$ cat src/rtl/lcd_pix_pkg.sv
package lcd_pix_pkg;
  localparam int WORD_W    = 32;
  localparam int PIX_W     = 16;
  localparam int FIFO_DEPTH = 5;
  localparam int BURST_LEN = 4;
  localparam int LOW_WATER = 1;

  typedef enum logic [1:0] {
    BPP4  = 2'd0,
    BPP8  = 2'd1,
    BPP12 = 2'd2,
    BPP16 = 2'd3
  } depth_e;
endpackage

$ cat src/rtl/pix_word_fifo.sv
module pix_word_fifo #(
  parameter int DEPTH = 5,
  parameter int W     = 32,
  localparam int CW   = $clog2(DEPTH + 1),
  localparam int PW   = (DEPTH > 1) ? $clog2(DEPTH) : 1
) (
  input  logic          clk_i,
  input  logic          rst_ni,
  input  logic          flush_i,
  input  logic          wr_i,
  input  logic [W-1:0]  wdata_i,
  input  logic          rd_i,
  output logic [W-1:0]  rdata_o,
  output logic          empty_o,
  output logic [CW-1:0] count_o
);
  logic [W-1:0]  mem_q [DEPTH];
  logic [PW-1:0] wptr_q, rptr_q;
  logic [CW-1:0] cnt_q;

  function automatic logic [PW-1:0] nxt(input logic [PW-1:0] p);
    return (p == PW'(DEPTH - 1)) ? '0 : p + 1'b1;
  endfunction

  always_ff @(posedge clk_i) begin
    if (wr_i) mem_q[wptr_q] <= wdata_i;
  end

  always_ff @(posedge clk_i or negedge rst_ni) begin
    if (!rst_ni) begin
      wptr_q <= '0;
      rptr_q <= '0;
      cnt_q  <= '0;
    end else if (flush_i) begin
      wptr_q <= '0;
      rptr_q <= '0;
      cnt_q  <= '0;
    end else begin
      if (wr_i) wptr_q <= nxt(wptr_q);
      if (rd_i) rptr_q <= nxt(rptr_q);
      case ({wr_i, rd_i})
        2'b10:   cnt_q <= cnt_q + 1'b1;
        2'b01:   cnt_q <= cnt_q - 1'b1;
        default: cnt_q <= cnt_q;
      endcase
    end
  end

  assign rdata_o = mem_q[rptr_q];
  assign empty_o = (cnt_q == '0);
  assign count_o = cnt_q;

  assert_no_overflow_R5: assert property (@(posedge clk_i) disable iff (!rst_ni)
    (wr_i && !rd_i) |-> (cnt_q < CW'(DEPTH)));
  assert_no_underrun_R10: assert property (@(posedge clk_i) disable iff (!rst_ni)
    rd_i |-> !empty_o);
endmodule

$ cat src/rtl/pix_refill_ctrl.sv
module pix_refill_ctrl #(
  parameter int BURST = 4,
  parameter int LOW   = 1,
  parameter int CW    = 3,
  localparam int BW   = (BURST > 1) ? $clog2(BURST) : 1
) (
  input  logic          clk_i,
  input  logic          rst_ni,
  input  logic          flush_i,
  input  logic [CW-1:0] count_i,
  input  logic          ack_i,
  input  logic          wvalid_i,
  output logic          req_o,
  output logic          wr_o
);
  typedef enum logic [1:0] {S_IDLE, S_REQ, S_FILL} st_e;
  st_e           st_q;
  logic [BW-1:0] beat_q;
  logic          drop_q;   // burst belongs to flushed contents

  always_ff @(posedge clk_i or negedge rst_ni) begin
    if (!rst_ni) begin
      st_q   <= S_IDLE;
      beat_q <= '0;
      drop_q <= 1'b0;
    end else begin
      if (flush_i && st_q != S_IDLE) drop_q <= 1'b1;
      unique case (st_q)
        S_IDLE: if (count_i <= CW'(LOW)) st_q <= S_REQ;
        S_REQ: if (ack_i) begin
          st_q   <= S_FILL;
          beat_q <= '0;
        end
        S_FILL: if (wvalid_i) begin
          beat_q <= beat_q + 1'b1;
          if (beat_q == BW'(BURST - 1)) begin
            st_q   <= S_IDLE;
            drop_q <= 1'b0;
          end
        end
        default: st_q <= S_IDLE;
      endcase
    end
  end

  assign req_o = (st_q == S_REQ);
  assign wr_o  = (st_q == S_FILL) && wvalid_i && !drop_q && !flush_i;

  assert_req_held_R3: assert property (@(posedge clk_i) disable iff (!rst_ni)
    (req_o && !ack_i) |=> req_o);
  assert_req_low_water_R2: assert property (@(posedge clk_i) disable iff (!rst_ni)
    $rose(req_o) |-> ($past(count_i) <= CW'(LOW)));
endmodule

$ cat src/rtl/pix_unpacker.sv
module pix_unpacker
  import lcd_pix_pkg::*;
#(
  parameter int W  = WORD_W,
  parameter int PW = PIX_W
) (
  input  logic          clk_i,
  input  logic          rst_ni,
  input  logic          flush_i,
  input  depth_e        mode_i,
  input  logic          tick_i,
  input  logic          empty_i,
  input  logic [W-1:0]  word_i,
  output logic          rd_o,
  output logic          stall_o,
  output logic [PW-1:0] pix_o,
  output logic          pix_en_o
);
  logic [2:0]    idx_q;
  logic [2:0]    last_idx;
  logic [PW-1:0] pix_d, pix_q;
  logic          en_q, take;

  always_comb begin
    unique case (mode_i)
      BPP4:    last_idx = 3'd7;
      BPP8:    last_idx = 3'd3;
      default: last_idx = 3'd1;
    endcase
  end

  always_comb begin
    unique case (mode_i)
      BPP4:    pix_d = PW'(word_i[{idx_q, 2'b00} +: 4]);
      BPP8:    pix_d = PW'(word_i[{idx_q[1:0], 3'b000} +: 8]);
      BPP12:   pix_d = PW'(word_i[{idx_q[0], 4'b0000} +: 12]);
      default: pix_d = PW'(word_i[{idx_q[0], 4'b0000} +: 16]);
    endcase
  end

  assign take    = tick_i && !empty_i && !flush_i;
  assign rd_o    = take && (idx_q == last_idx);
  assign stall_o = tick_i && empty_i && !flush_i;

  always_ff @(posedge clk_i or negedge rst_ni) begin
    if (!rst_ni) begin
      idx_q <= '0;
      en_q  <= 1'b0;
      pix_q <= '0;
    end else if (flush_i) begin
      idx_q <= '0;
      en_q  <= 1'b0;
    end else begin
      en_q <= take;
      if (take) begin
        pix_q <= pix_d;
        idx_q <= rd_o ? 3'd0 : idx_q + 3'd1;
      end
    end
  end

  assign pix_o    = pix_q;
  assign pix_en_o = en_q;

  assert_stall_no_pixel_R11: assert property (@(posedge clk_i) disable iff (!rst_ni)
    (tick_i && empty_i) |=> !pix_en_o);
  assert_idx_in_word_R10: assert property (@(posedge clk_i) disable iff (!rst_ni || flush_i)
    idx_q <= last_idx);
  assert_pad_12bpp_R8: assert property (@(posedge clk_i) disable iff (!rst_ni)
    (pix_en_o && mode_i == BPP12) |-> (pix_o[15:12] == 4'h0));
endmodule

$ cat src/rtl/lcd_pixel_fifo.sv
module lcd_pixel_fifo
  import lcd_pix_pkg::*;
#(
  parameter int DEPTH = FIFO_DEPTH,
  parameter int BURST = BURST_LEN,
  parameter int LOW   = LOW_WATER,
  localparam int CW   = $clog2(DEPTH + 1)
) (
  input  logic              clk_i,
  input  logic              rst_ni,
  input  logic              flush_i,
  input  logic [1:0]        mode_i,
  output logic              req_o,
  input  logic              ack_i,
  input  logic              wvalid_i,
  input  logic [WORD_W-1:0] wdata_i,
  input  logic              pix_tick_i,
  output logic [PIX_W-1:0]  pix_o,
  output logic              pix_en_o,
  output logic              underflow_o,
  input  logic              uf_clr_i
);
  logic              wr, rd, empty, stall;
  logic [WORD_W-1:0] head;
  logic [CW-1:0]     cnt;
  logic              uf_q;

  pix_word_fifo #(.DEPTH(DEPTH), .W(WORD_W)) i_fifo (
    .clk_i, .rst_ni, .flush_i,
    .wr_i(wr), .wdata_i, .rd_i(rd),
    .rdata_o(head), .empty_o(empty), .count_o(cnt)
  );

  pix_refill_ctrl #(.BURST(BURST), .LOW(LOW), .CW(CW)) i_ctrl (
    .clk_i, .rst_ni, .flush_i,
    .count_i(cnt), .ack_i, .wvalid_i,
    .req_o, .wr_o(wr)
  );

  pix_unpacker #(.W(WORD_W), .PW(PIX_W)) i_unpack (
    .clk_i, .rst_ni, .flush_i,
    .mode_i(depth_e'(mode_i)), .tick_i(pix_tick_i),
    .empty_i(empty), .word_i(head),
    .rd_o(rd), .stall_o(stall), .pix_o, .pix_en_o
  );

  always_ff @(posedge clk_i or negedge rst_ni) begin
    if (!rst_ni)       uf_q <= 1'b0;
    else if (stall)    uf_q <= 1'b1;
    else if (uf_clr_i) uf_q <= 1'b0;
  end
  assign underflow_o = uf_q;

  assert_refill_fits_R5: assert property (@(posedge clk_i) disable iff (!rst_ni)
    $rose(req_o) |-> (32'(cnt) + BURST <= DEPTH));
  assert_underflow_sticky_R12: assert property (@(posedge clk_i) disable iff (!rst_ni)
    (underflow_o && !uf_clr_i) |=> underflow_o);
endmodule

$ cat config.mk
export PLATFORM = sky130hd
export DESIGN_NAME = lcd_pixel_fifo
export DESIGN_NICKNAME = d
export VERILOG_FILES = /design/src/rtl/lcd_pix_pkg.sv /design/src/rtl/pix_word_fifo.sv /design/src/rtl/pix_refill_ctrl.sv /design/src/rtl/pix_unpacker.sv /design/src/rtl/lcd_pixel_fifo.sv
export SDC_FILE = /design/constraint.sdc
export NUM_CORES = 1
export LEC_CHECK = 0
export BUFFER_PORTS_ARGS = -buffer_cell sky130_fd_sc_hd__buf_2
export CAP_MARGIN = 5
export CELL_PAD_IN_SITES_DETAIL_PLACEMENT = 1
export CELL_PAD_IN_SITES_GLOBAL_PLACEMENT = 2
export CORE_UTILIZATION = 44
export CTS_CLUSTER_DIAMETER = 30
export DETAILED_ROUTE_END_ITERATION = 6
export GPL_ROUTABILITY_DRIVEN = 1
export PLACE_DENSITY = 0.82
export SLEW_MARGIN = 20
export SYNTH_ARGS = -nofsm -noshare
export SYNTH_HDL_FRONTEND = slang
export SYNTH_SLANG_ARGS = --single-unit
export TNS_END_PERCENT = 1
$ cat constraint.sdc
create_clock -name clk_i -period 5.1 [get_ports clk_i]
set_clock_uncertainty 0.05 [all_clocks]
set_input_delay 1.53 -clock clk_i [delete_from_list [all_inputs] [get_ports clk_i]]
set_output_delay 1.53 -clock clk_i [all_outputs]
set_load 0.01 [all_outputs]
# == Word-level counts from Yosys, hierarchy flattened ==
# Memory sizes are Yosys's and may differ from the RTL's.
# Index checks and enable logic that the tools add are counted.
# classes
multipliers,0
n_mux,30
n_addsub,6
order_cmp,1
n_shift,4
div_mod_pow,0
n_eq_ne,14
bitwise,1
n_reduce_logical,25
# op_table
operator,n
one-hot mux 16 bit (3 select lines),1
variable part select 32 x 6 -> 12 bit,1
variable part select 32 x 6 -> 16 bit,1
variable part select 32 x 6 -> 4 bit,1
variable part select 32 x 6 -> 8 bit,1
two-way mux 3 bit,10
adder 3 x 1 -> 3 bit (second input constant),4
two-way mux 2 bit,6
one-hot mux 3 bit (2 select lines),2
nonzero test 2 bit,6
logical AND 1 bit,9
two-way mux 1 bit,9
equality test 2 bit (second input constant),4
equality test 2 x 1 -> 1 bit (second input constant),3
equality test 3 bit (second input constant),2
!= test 2 x 1 -> 1 bit (second input constant),3
one-hot mux 2 bit (3 select lines),1
logical NOT 2 bit,2
one-hot mux 2 bit (2 select lines),1
AND reduction 4 bit,1
equality test 3 bit,1
<= comparator 3 x 1 -> 1 bit (second input constant),1
logical NOT 1 bit,3
logical NOT 3 bit,1
other kinds (7),7
# word_totals
reg_bits,35
mem_bits_ro,0
wordCells,92
ramBits,160
latchBits,0
memories,1
# mem_list
memory,words,word_bits,read_ports,rd_ports_with_merged_regs,wr,line,source
i_fifo.mem_q,5,32,1,0,1,pix_word_fifo.sv:17,logic [W-1:0] mem_q [DEPTH];

# == Longest topological paths before layout ==
# Gate-level depths: netlist of run 1.
# depth
ltp_word,8
ltp_mapped,11
mapped_depth_nobuf,9

# == Cells and area by module ==
# A second synthesis of run 1 with hierarchy kept.
# hier_totals
hier_cells,578
hier_area_um2,8964.8
# modules_own_cells
mod,seq_area_each_um2,area_each_um2,instances,cells_per_inst
pix_word_fifo,5029.8,7089.3,1,403
pix_unpacker,500.5,1570.3,1,145
pix_refill_ctrl,125.1,269.0,1,27
lcd_pixel_fifo,25.0,36.3,1,3

# == Worst setup path after synthesis of run 1 ==
# No wires, ideal clock.
# synth_timing
path_type,input port to flip-flop
from,in wvalid_i
to,"mem i_fifo.mem_q[4][0], enable pin"
cell_stages,4
path_slack_ps,-635
path_buffers,1
required_ps,4549
arrival_ps,5184
cell_sequence,nand2_1 or3_1 clkbuf_1 nor4_1
# synth_between
elab_chain_len,5
# synth_lines
item,line,source
start: declaration,lcd_pixel_fifo.sv:15,"input logic wvalid_i,"
logical AND 1 bit (3 in a row),pix_refill_ctrl.sv:47,assign wr_o = (st_q == S_FILL) && wvalid_i && !drop_q && !flush_i;
two-way mux 1 bit,pix_word_fifo.sv:26,if (wr_i) mem_q[wptr_q] <= wdata_i;
two-way mux 1 bit (not written as such),pix_word_fifo.sv:26,
end: declaration,pix_word_fifo.sv:17,
# No other way between the ends.

# == Final worst setup path of run 1 ==
# layout_timing
from,in wvalid_i
to,"mem i_fifo.mem_q[3][10], enable pin"
# The elaborated chain is that of the path after synthesis.

==> flow_summary.toml, run 1 <==
[sta]
timing.slew.headroom_pct = 36.9
finalHoldViolCount = 0
finalWorstPathRequiredPeriod_ns = 3.54
layout_worst_path_cycle_share_pct = 69.4
grt_setup_unrepaired = "no"
max_slew.worst_pin.slew_ns = 0.942
report.final.slew_viol_count = 0
setup-violations-final = 0
clock.fmax_mhz = 283

[worst_setup_path]
critical_path_class = "input port to register"
setup.worst_path.start_class = "input port"
cpMaxStageDelayCell = "sky130_fd_sc_hd__or3_1"
endpoint_kind = "register"
timing.critical_path.arrival_ns = 3.56
critPathMostFrequentCell = "sky130_fd_sc_hd__or3_1"
crit_chain = "buf_2, nand2_1, or3_1, or3_1, or2_2, nor2_4, buf_4"
worstPathRequired_ns = 5.12
r2r_slack_ns = 2.00
largest_stage_delay_worst_path_ns = 0.47
worst-path-max-fanout = 32
r2r.worst_path.cells = 7

[drt]
wire_length_per_cell_after_detailed_routing_microns = 22.3
route.antenna.remaining_nets = 0
drt_pre_antenna_iters = 5
viasPerCell = 5.80
drc_errors = 0
detailroute.via_count = 5056
detail_route.iter0.violations = 368
postRouteWirelength_mm = 19.5

[grt]
grt_start_max_net_pins = 39
grt_use_total_pct = 21.2
first_global_vias = 5334
globalRoute.totalOverflow = 0
grt_first_pass_wirelength_mm = 30.4
grt_antenna_before_repair = 0

[cts]
cts_buffers = 17
cts-resized-gates = 0
clock_tree.htree_level_count = 4
worst_setup_hold_path_clk_slew_ns = 0.07
cts-root-to-sink-buffers = 2
clock-root-buffer = "sky130_fd_sc_hd__clkbuf_16"
cts_tree = "done"
post_cts_setup_inserts = 0
cts_hold_buf = 0
numClockSinks = 195
insertion_delay_ns = 0.44

[power]
p_leak_nw = 3.43
pwr_density_cell_mw_per_mm2 = 358
irDropWorstVdd_mv = 0.246
fin_total_pwr_mw = 3.42

[finish]
multi_input_area_sq_mm = 0.00255
nNetsFinal = 675
ant_diodes = 0
finalCoreUtilization_pct = 51.1
most-common-layout-cells = "sky130_fd_sc_hd__edfxtp_1, sky130_fd_sc_hd__buf_2, sky130_fd_sc_hd__nand2_1"
layout-area-overhead-vs-synth_pct = 14.0
post_route_cells_drive_above_1_share_pct = 22.6
mostFrequentLayoutCell = "sky130_fd_sc_hd__edfxtp_1"
filler_cell_count = 1821
flip_flop_and_latch_area_sq_mm = 0.00568

[placed_design]
buffer_ports.inserted = 59
final_replace_weighted_congestion = 0.860
detailedPlacementHpwl_mm = 12.8

[synthesis]
postSynth.topFlopCell = "sky130_fd_sc_hd__edfxtp_1"
mapped_area_sq_mm = 0.00838
number_of_enable_flip_flop_cells_after_synthesis = 160
netlist_instances = 563
mappedNetlistNets = 614
yosys_register_bits = 195
synth_cell_type_count = 59
sequential_to_total_area_share_from_yosys_stat_pct = 67.8
async_flop_share_pct = 17.9
yosys_warnings = 0
post_synth.cell_area_avg_sq_um = 14.9

[die]
placement_rows = 50
width_of_the_die_microns = 140
die_area_sq_mm = 0.0196
chipHeight_microns = 140
starting_utilization_of_the_core_area_pct = 44.8
ioPinCount = 60
floorplan.core_area_sq_mm = 0.0187

[worst_hold_path]
hold_depth = 2
worstHoldPathType = "register to register"

[flow_run]
maxCapViolCount = 0

[outcome]
run_status = "finished clean"
[power breakdown]
part / internal (mW) / total, mW / switching, mW
logic: 0.115 / 0.270 / 0.155
registers: 1.79 / 1.86 / 0.0681
clock network: 0.687 / 1.29 / 0.604
[cell type report]
type                    instances  share of cell area (%)
clock buffers                  17                    4.45
flip-flops and latches        195                    59.5
clock inverters                15                    1.60
well taps                     234                    3.06
inverters                      14                   0.550
repair buffers                 71                    4.17
multi-input cells             325                    26.7
[state kept, by name (all words and copies together) (netlist names)]
register,count
i_fifo.wptr_q,3
i_fifo.mem_q,160
underflow_o,1
i_fifo.count_o,3
i_ctrl.beat_q,2
i_unpack.pix_o,16
i_ctrl.drop_q,1
i_unpack.idx_q,3
i_fifo.rptr_q,3
i_ctrl.st_q,2
i_unpack.pix_en_o,1
[cell families after synthesis]
| group | share of synthesized area (%) |
|---|---|
| AO/OA/AOI/OAI | 8.52 |
| XOR/XNOR | 0.522 |
| adder cells (fa/ha/maj) | 1.49 |
| buffers and inverters | 2.28 |
| flip-flops | 67.8 |
| multiplexers | 11.6 |
| AND/OR/NAND/NOR | 7.78 |
[cell usage after synthesis (4+ instances only)]
library cell                  n  area share (%)
sky130_fd_sc_hd__edfxtp_1   160              57
sky130_fd_sc_hd__nand2_1     47             2.1
sky130_fd_sc_hd__dfrtp_1     35              10
sky130_fd_sc_hd__nor2_1      34             1.5
sky130_fd_sc_hd__mux2i_1     31             3.7
sky130_fd_sc_hd__a21oi_1     26             1.6
sky130_fd_sc_hd__mux4_2      21             5.6
sky130_fd_sc_hd__o21ai_0     21             1.3
sky130_fd_sc_hd__clkbuf_1    15            0.67
sky130_fd_sc_hd__nand3_1     14            0.84
sky130_fd_sc_hd__inv_1       12            0.54
sky130_fd_sc_hd__ha_1        10             1.5
sky130_fd_sc_hd__mux2_2      10             1.3
sky130_fd_sc_hd__buf_2        9            0.54
sky130_fd_sc_hd__a211oi_1     8            0.72
sky130_fd_sc_hd__nor3_1       8            0.48
sky130_fd_sc_hd__a2111oi_0    6            0.63
sky130_fd_sc_hd__nand2b_1     6            0.45
sky130_fd_sc_hd__o211ai_1     6            0.54
sky130_fd_sc_hd__nor2b_1      5            0.37
sky130_fd_sc_hd__o22ai_1      5            0.37
sky130_fd_sc_hd__or3_1        5            0.37
sky130_fd_sc_hd__xnor2_1      5            0.52
sky130_fd_sc_hd__nand4_1      4            0.30
[metal layers]
| metal | global-route usage, % | vias to the layer above | share of wire [%] |
|---|---|---|---|
| li1 | - | 2315 | - |
| met1 | 27.4 | 2584 | 44 |
| met5 | 0 | - | 0 |
| met3 | 4.58 | 33 | 4.2 |
| met2 | 35.3 | 124 | 49 |
| met4 | 7.23 | 0 | 2.0 |
[per-stage QoR]
| stage | TNS [ns] | setup WS (ns) | std cells | instance area, sq um | hold slack (ns) |
|---|---|---|---|---|---|
| 5_1_grt | 0 | 1.47 | 871 | 9550 | 0.448 |
| 3_3_place_gp | 0 | 1.17 | 839 | 8970 | 0.410 |
| 4_1_cts | 0 | 1.57 | 871 | 9550 | 0.438 |
| 3_5_place_dp | 0 | 1.11 | 839 | 8970 | 0.422 |
| 2_1_floorplan | -2.14 | -0.0335 | 563 | 8390 | 0.440 |
| 6_report | 0 | 1.56 | 871 | 9550 | 0.430 |
[worst paths after layout]
path	startpoint	endpoint
setup / recovery	wvalid_i	i_fifo.mem_q[3][10]
hold / removal	i_unpack.pix_o[12]	i_unpack.pix_o[12]
setup reg to reg	i_fifo.rptr_q[2]	i_unpack.pix_o[0]
hold reg to reg	i_unpack.pix_o[12]	i_unpack.pix_o[12]
max in group asynchronous	rst_ni	i_fifo.rptr_q[0]
min in group asynchronous	rst_ni	i_unpack.pix_o[14]
[critical path: cells and delay by family]
| family | cells | cell delay, ns |
|---|---|---|
| buf+inv | 2 | 0.56 |
| simple gates | 5 | 1.44 |
(Power assumes the default switching activity.)
==> run 2: changes to the inputs <==
--- a/config.mk
+++ b/config.mk
@@ -9,11 +9,11 @@
 export CAP_MARGIN = 5
 export CELL_PAD_IN_SITES_DETAIL_PLACEMENT = 1
 export CELL_PAD_IN_SITES_GLOBAL_PLACEMENT = 2
-export CORE_UTILIZATION = 44
+export CORE_UTILIZATION = 39
 export CTS_CLUSTER_DIAMETER = 30
 export DETAILED_ROUTE_END_ITERATION = 6
 export GPL_ROUTABILITY_DRIVEN = 1
-export PLACE_DENSITY = 0.82
+export PLACE_DENSITY = 0.77
 export SLEW_MARGIN = 20
 export SYNTH_ARGS = -nofsm -noshare
 export SYNTH_HDL_FRONTEND = slang
==> constraint.sdc (replaced) <==
create_clock -name clk_i -period 3.13 [get_ports clk_i]
set_clock_uncertainty 0.05 [all_clocks]
set_input_delay 0.939 -clock clk_i [delete_from_list [all_inputs] [get_ports clk_i]]
set_output_delay 0.939 -clock clk_i [all_outputs]
set_load 0.01 [all_outputs]
==> run 2 against run 1 <==
Highest routed layer unchanged. Total power up 69%. Clock power up 78%. First-iteration DRC count down 12%. Sequential cell count unchanged. Cell count up 7.0%. Final area up 3.3%. Critical path type is now register to register. Count of clock-buffer cells in the layout unchanged. Largest cell class unchanged.
==> flow_summary.toml, run 2 (synthesis gave the netlist of run 1 again) <==
[outcome]
run_status = "finished clean"

[worst_setup_path]
endpoint_kind = "register"
gate_family_responsible_for_the_most_delay_along_the_worst_path = "compound AO/OA/AOI/OAI gates"
critical_path_class = "register to register"
cpMaxStageDelayCell = "sky130_fd_sc_hd__dfrtp_2"
setup.worst_path.start_class = "register"
worst-path-max-fanout = 17
worstPathRequired_ns = 3.40
crit_chain = "mux4_2, mux2_2, a221oi_1, o32ai_1, a211oi_1, nand3_1"
path_buf_inv = 0
largest_stage_delay_worst_path_ns = 0.71
timing.critical_path.arrival_ns = 3.09
r2r-start = "i_fifo.rptr_q[0]"
critical_path.startpoint = "i_fifo.rptr_q[0]"

[die]
die_area_sq_mm = 0.0221
floorplan.core_area_sq_mm = 0.0210
starting_utilization_of_the_core_area_pct = 39.9
ioPinCount = 60
placement_rows = 53
width_of_the_die_microns = 149
chipHeight_microns = 149

[finish]
largest-register = "i_fifo.mem_q"
filler_cell_count = 2095
ant_diodes = 0
multi_input_area_sq_mm = 0.00256
nNetsFinal = 695
most-common-layout-cells = "sky130_fd_sc_hd__edfxtp_1, sky130_fd_sc_hd__buf_2, sky130_fd_sc_hd__nand2_1"
layout-area-overhead-vs-synth_pct = 17.7
mostFrequentLayoutCell = "sky130_fd_sc_hd__edfxtp_1"
flip_flop_and_latch_area_sq_mm = 0.00568
largest_register_ffs = 160
post_route_cells_drive_above_1_share_pct = 25.1

[drt]
route.antenna.remaining_nets = 0
postRouteWirelength_mm = 20.9
drt_pre_antenna_iters = 5
detailroute.via_count = 5124
wire_length_per_cell_after_detailed_routing_microns = 22.5
viasPerCell = 5.50
drc_errors = 0
detail_route.iter0.violations = 323

[power]
p_leak_nw = 3.56
pwr_density_cell_mw_per_mm2 = 586
irDropWorstVdd_mv = 0.474

[sta]
max_slew.worst_pin.slew_ns = 0.929
finalHoldViolCount = 0
grt_setup_unrepaired = "no"
layout_worst_path_cycle_share_pct = 90.3
post-route-worst-setup-slack_ns = 0.305
setup-violations-final = 0
final.setup.tns_ns = 0
finalWorstPathRequiredPeriod_ns = 2.83
clock.fmax_mhz = 354
report.final.slew_viol_count = 0
timing.slew.headroom_pct = 37.8

[grt]
grt_start_max_net_pins = 48
grt_antenna_before_repair = 0
grt_first_pass_wirelength_mm = 32.2
first_global_vias = 5403
grt_use_total_pct = 20.1
globalRoute.totalOverflow = 0

[cts]
cts_tree = "done"
clock-root-buffer = "sky130_fd_sc_hd__clkbuf_16"
cts_buffers = 17
worst_setup_hold_path_clk_slew_ns = 0.08
cts_hold_buf = 0
cts-resized-gates = 0
cts-root-to-sink-buffers = 2
post_cts_setup_inserts = 0
clock_tree.htree_level_count = 4
numClockSinks = 195
insertion_delay_ns = 0.44

[flow_run]
maxCapViolCount = 0

[placed_design]
buffer_ports.inserted = 59
detailedPlacementHpwl_mm = 14.2
final_replace_weighted_congestion = 0.791
pre_cts_ws_ns = 0.0825

[worst_hold_path]
hold_start = "i_unpack.pix_o[13]"
worstHoldPathType = "register to register"
-- run 2: routing by layer --
metal	global-route usage, %	wire length, microns	up-vias
met3	3.47	674	20
met1	26.2	9490	2653
met5	0	0	-
met4	6.96	332	0
li1	-	-	2352
met2	33.7	10400	99
-- run 2: power by group --
group / switching [mW] / leakage, nW / internal [mW] / total [mW]
Clock: 1.12 / 0.303 / 1.17 / 2.29
Combinational: 0.277 / 1.35 / 0.205 / 0.482
Sequential: 0.0972 / 1.91 / 2.91 / 3.01
Total: 1.49 / 3.56 / 4.29 / 5.78
-- run 2: area by class of cell --
type | instances | share of cell area (%)
repair buffers | 91 | 6.06
clock inverters | 15 | 2.03
flip-flops and latches | 195 | 57.6
inverters | 14 | 0.533
multi-input cells | 325 | 26.0
clock buffers | 17 | 4.31
well taps | 275 | 3.49
-- run 2: path summary, 6_finish.rpt --
kind	slack (ns)	endpoint	cells after the start
max	0.30	i_unpack.pix_o[3]	6
min	0.43	i_unpack.pix_o[13]	2
max reg2reg	0.30	i_unpack.pix_o[3]	6
min reg2reg	0.43	i_unpack.pix_o[13]	2
max in group asynchronous	1.89	i_fifo.rptr_q[0]	1
min in group asynchronous	0.54	i_unpack.pix_o[15]	1
-- run 2: worst register-to-register path, stage by stage (launching register included) --
cell	delay [ns]
sky130_fd_sc_hd__dfrtp_2	0.71
sky130_fd_sc_hd__mux4_2	0.58
sky130_fd_sc_hd__mux2_2	0.31
sky130_fd_sc_hd__a221oi_1	0.43
sky130_fd_sc_hd__o32ai_1	0.23
sky130_fd_sc_hd__a211oi_1	0.29
sky130_fd_sc_hd__nand3_1	0.11
-- run 2: per-stage QoR --
| stage | utilization [%] | std cells | cell area [sq um] | hold slack, ns | power (mW) |
|---|---|---|---|---|---|
| 5_1_grt | 46.9 | 932 | 9860 | 0.469 | 5.96 |
| 6_report | 46.9 | 932 | 9860 | 0.430 | 5.78 |
| 3_3_place_gp | 43.9 | 900 | 9240 | 0.410 | 3.54 |
| 4_1_cts | 46.9 | 932 | 9860 | 0.435 | 5.83 |
| 3_5_place_dp | 43.9 | 900 | 9240 | 0.418 | 3.56 |
| 2_1_floorplan | - | 563 | 8410 | 0.440 | 3.30 |
